$ cat src/rtl/flash_wait_ctrl.sv
module flash_wait_ctrl #(
  parameter int REG_W      = 16,
  parameter int WAIT_W     = 2,
  parameter int FETCH_BASE = 1,
  parameter int DATA_BASE  = 2
) (
  input  logic             clk,
  input  logic             rst_n,
  input  logic             reg_we,
  input  logic [REG_W-1:0] reg_wdata,
  output logic [REG_W-1:0] reg_rdata,
  input  logic             req_valid,
  input  logic             req_is_data,
  output logic             ready
);
  localparam logic [WAIT_W-1:0] CODE_RST = '1;
  localparam int MAX_WAIT = (1 << WAIT_W) - 2;
  localparam int MAX_LEN  = ((DATA_BASE > FETCH_BASE) ? DATA_BASE : FETCH_BASE) + MAX_WAIT;
  localparam int CNT_W    = $clog2(MAX_LEN + 1);

  logic [WAIT_W-1:0] code_q;
  logic              busy;
  logic [CNT_W-1:0]  cnt;
  logic [CNT_W-1:0]  wait_n, base_n, len_m1;
  logic              accept;
  logic              unused_hi;

  assign unused_hi = ^reg_wdata[REG_W-1:WAIT_W];

  assign wait_n = (code_q == '0) ? CNT_W'(MAX_WAIT) : CNT_W'(code_q) - CNT_W'(1);
  assign base_n = req_is_data ? CNT_W'(DATA_BASE) : CNT_W'(FETCH_BASE);
  assign len_m1 = base_n + wait_n - CNT_W'(1);
  assign accept = req_valid && !busy;

  always_ff @(posedge clk or negedge rst_n) begin
    if (!rst_n) begin
      code_q <= CODE_RST;
    end else if (reg_we) begin
      code_q <= reg_wdata[WAIT_W-1:0];
    end
  end

  always_ff @(posedge clk or negedge rst_n) begin
    if (!rst_n) begin
      busy <= 1'b0;
      cnt  <= '0;
    end else if (accept) begin
      busy <= 1'b1;
      cnt  <= len_m1;
    end else if (busy) begin
      if (cnt == '0) busy <= 1'b0;
      else           cnt  <= cnt - CNT_W'(1);
    end
  end

  assign ready     = busy && (cnt == '0);
  assign reg_rdata = {{(REG_W-WAIT_W){1'b0}}, code_q};
endmodule


$ cat config.mk
export PLATFORM = sky130hd
export DESIGN_NAME = flash_wait_ctrl
export DESIGN_NICKNAME = d
export VERILOG_FILES = /design/src/rtl/flash_wait_ctrl.sv
export SDC_FILE = /design/constraint.sdc
export NUM_CORES = 1
export LEC_CHECK = 0
export BUFFER_PORTS_ARGS = -buffer_cell sky130_fd_sc_hd__clkbuf_2
export CORE_MARGIN = 3
export CORE_UTILIZATION = 37
export CTS_BUF_LIST = sky130_fd_sc_hd__clkbuf_2
export DETAILED_ROUTE_END_ITERATION = 8
export PLACE_DENSITY = 0.81
export SLEW_MARGIN = 0
export SYNTH_ARGS = -nofsm -noshare
export SYNTH_HDL_FRONTEND = slang
export SYNTH_SLANG_ARGS = --single-unit
$ cat constraint.sdc
create_clock -name clk -period 2 [get_ports clk]
set_input_delay 0.1 -clock clk [delete_from_list [all_inputs] [get_ports clk]]
set_output_delay 0.1 -clock clk [all_outputs]
set_load 0.05 [all_outputs]
==> qor.yml <==
post_drt_wl_per_cell_um: 9.13
rsz0062_at_grt: "false"
clock_path_buffers: 2
use_met2: 0.134
critPathLaunch: "code_q[1]"
drcViolationCount: 0
coreArea_mm2: 0.00132
dp.final_hpwl_um: 656
cp.buffers_inverters: 2
slowest_delay_ps: 550
critPathSlowestCell: "dfstp_2"
ios: 38
synth_edf_count: 0
period_needed_ps: 1850
final_nets: 100
fin_ws_ps: 145
p_per_area_mw_per_mm2: 1180
clock.fmax_mhz: 539
grt.busiest_layer: "met2"
cts_max_level: 1
cts_tree: "done"
avgSynthCellArea_um2: 8.99
fin_cells: 86
crit_path_cell_trace: "inv_2, ha_4, ha_4, inv_1, ha_2, xor2_1, a221o_1"
worstSetupEndpointType: "flip-flop"
skew_ps: 7.54
grt_max_degree: 9
slew_viol_final: 0
design.die.area_mm2: 0.00192
postPlaceCellArea_um2: 554
finalSetupTns_ps: 0
power.total_w: 0.000690
reg2reg_depth: 7
crit_required_ps: 2100
reg2reg_from: "code_q[1]"
switching_power_w: 0.000324
path_delay_family: "adder cells"
grtUsageTotal: 0.0849
viasPerCell: 4.28
status: "complete, no violations"
met3_usage: 0.0124
grt_first_pass_wirelength_um: 1210
port_buffers: 9
synth-seq-cells: 6
hold_path_startpoint: "reg_we"
combPwrFrac: 0.534
ys_async_sr_fraction: 1.00
synth_warnings: 0
clock_sinks: 6
worstPathArrival_ps: 1960
initial_core_util: 0.403
r2r_setup_slack_ps: 150
post-route-period-util: 0.927
final_design_area_no_fill_um2: 584
cts_made_buffers: 3
finalSetupViolations: 0
final_common_cell: "conb_1"
place_congestion: 0.707
pwr-share-seq: 0.318
max-vdd-ir-drop_mv: 0.346
critPathKind: "flip-flop to flip-flop"
drtAntennaViolNets: 0
use_met1: 0.0993
ys.flop_type: "dfrtp_1"
yosysUniqueCellTypes: 20
antenna_found_initial: 0
whs_path_depth: 2
die_w_um: 43.9
grt.overflow.total: 0
synth_cells: 59
p_int_w: 0.000366
cts.reportedPaths.clkPinSlew_ps: 60
wl_um: 785
start_kind: "flip-flop"
nFillCells: 130
area.growth.synth_to_final_pct: 10.1
reg2reg_to: "cnt[2]"
dp_slack_ps: 141
clkPwrFrac: 0.147
die_y_um: 43.9
syn-cell-area_um2: 531
clk_latency_ps: 230
finalHoldViolCount: 0
num_antenna_cells: 0
drt-initial-drc-count: 1
layout_common_cells: "conb_1 (14), clkbuf_2 (13), inv_1 (7), nand2_1 (5)"
drive_gt1_frac: 0.282
rows: 13
crit_fanout: 3
num_vias: 368
p_sw_frac: 0.470
grt_pass1_vias: 317
path_common_cell: "ha_4"
p_leak_nw: 0.324
drv_cap: 0
worstHoldEndpoint: "code_q[0]"
dr.pass1.iters: 3
yosysSeqAreaShare: 0.288
clk_root_buffer_cell: "clkbuf_2"
dpl.cell_count: 81
hold_path_class: "input pin to flip-flop"
## worst max-delay path by stage
stage / endpoint / slack (ps) / depth (start not counted)
6_report: cnt[2] / 150 / 7
5_1_grt: cnt[2] / 110 / 7
3_5_place_dp: cnt[2] / 140 / 7
3_3_place_gp: cnt[2] / 170 / 7
2_1_floorplan: cnt[2] / 1 / 7
4_1_cts: cnt[2] / 140 / 7
## kinds of logic (layout without fill, tap and decap cells)
kind of cell	count (synthesis)	in the layout	synth area share
other	1	14	0.00707
AO/OA/AOI/OAI	6	6	0.0778
XOR/XNOR	2	2	0.0330
AND/OR/NAND/NOR	11	11	0.109
adder cells (fa/ha/maj)	7	7	0.165
flip-flops	6	6	0.288
buffers and inverters	24	23	0.283
multiplexers	2	2	0.0377
## power groups by stage
stage | registers [W] | logic, W | clock network [W]
final | 0.000220 | 0.000369 | 0.000102
after floorplan | 0.000210 | 0.000348 | 0
after global routing | 0.000228 | 0.000409 | 0.000109
after CTS | 0.000219 | 0.000372 | 0.000103
after detailed placement | 0.000218 | 0.000375 | 0
after global placement | 0.000220 | 0.000357 | 0
## area by class of cell
cell class	instances	area, µm²	share of cell area
sequential	6	153	0.261
tap	15	18.8	0.0321
timing repair buffer	10	55.1	0.0942
multi-input combinational	42	304	0.520
clock buffer	4	20.0	0.0343
inverter	9	33.8	0.0578
## metal layers
metal	wire length [µm]	part of all wire
met4	26	0.033
met2	360	0.46
met5	0	0
met3	60	0.076
met1	338	0.43
## state kept, by name (all words and copies together), names as in the netlist
name    count
busy        1
code_q      2
cnt         3
## synth_stat cells (2+ instances only)
cell	count	area, µm²
dfrtp_1	4	100
ha_1	7	87.6
buf_4	14	105
mux2i_1	2	20.0
nor2_1	2	7.51
nand2_1	5	18.8
o21ai_0	3	15.0
inv_1	9	33.8
dfstp_2	2	52.6
## through the flow
stage                     utilization  hold WS [ps]
after floorplan                     -          -196
final                           0.443          70.1
after global placement          0.421         -76.7
after CTS                       0.443          70.5
after detailed placement        0.421         -70.5
after global routing            0.443          99.6
## timing repair
| item | 4_1_cts | 5_1_grt |
|---|---|---|
| setup buffers | 0 | 0 |
| hold buffers | 1 | 0 |
| resized for setup | 0 | 0 |
| hold endpoints to repair | 6 | 0 |
No activity file was read; power rests on OpenSTA's default activity.
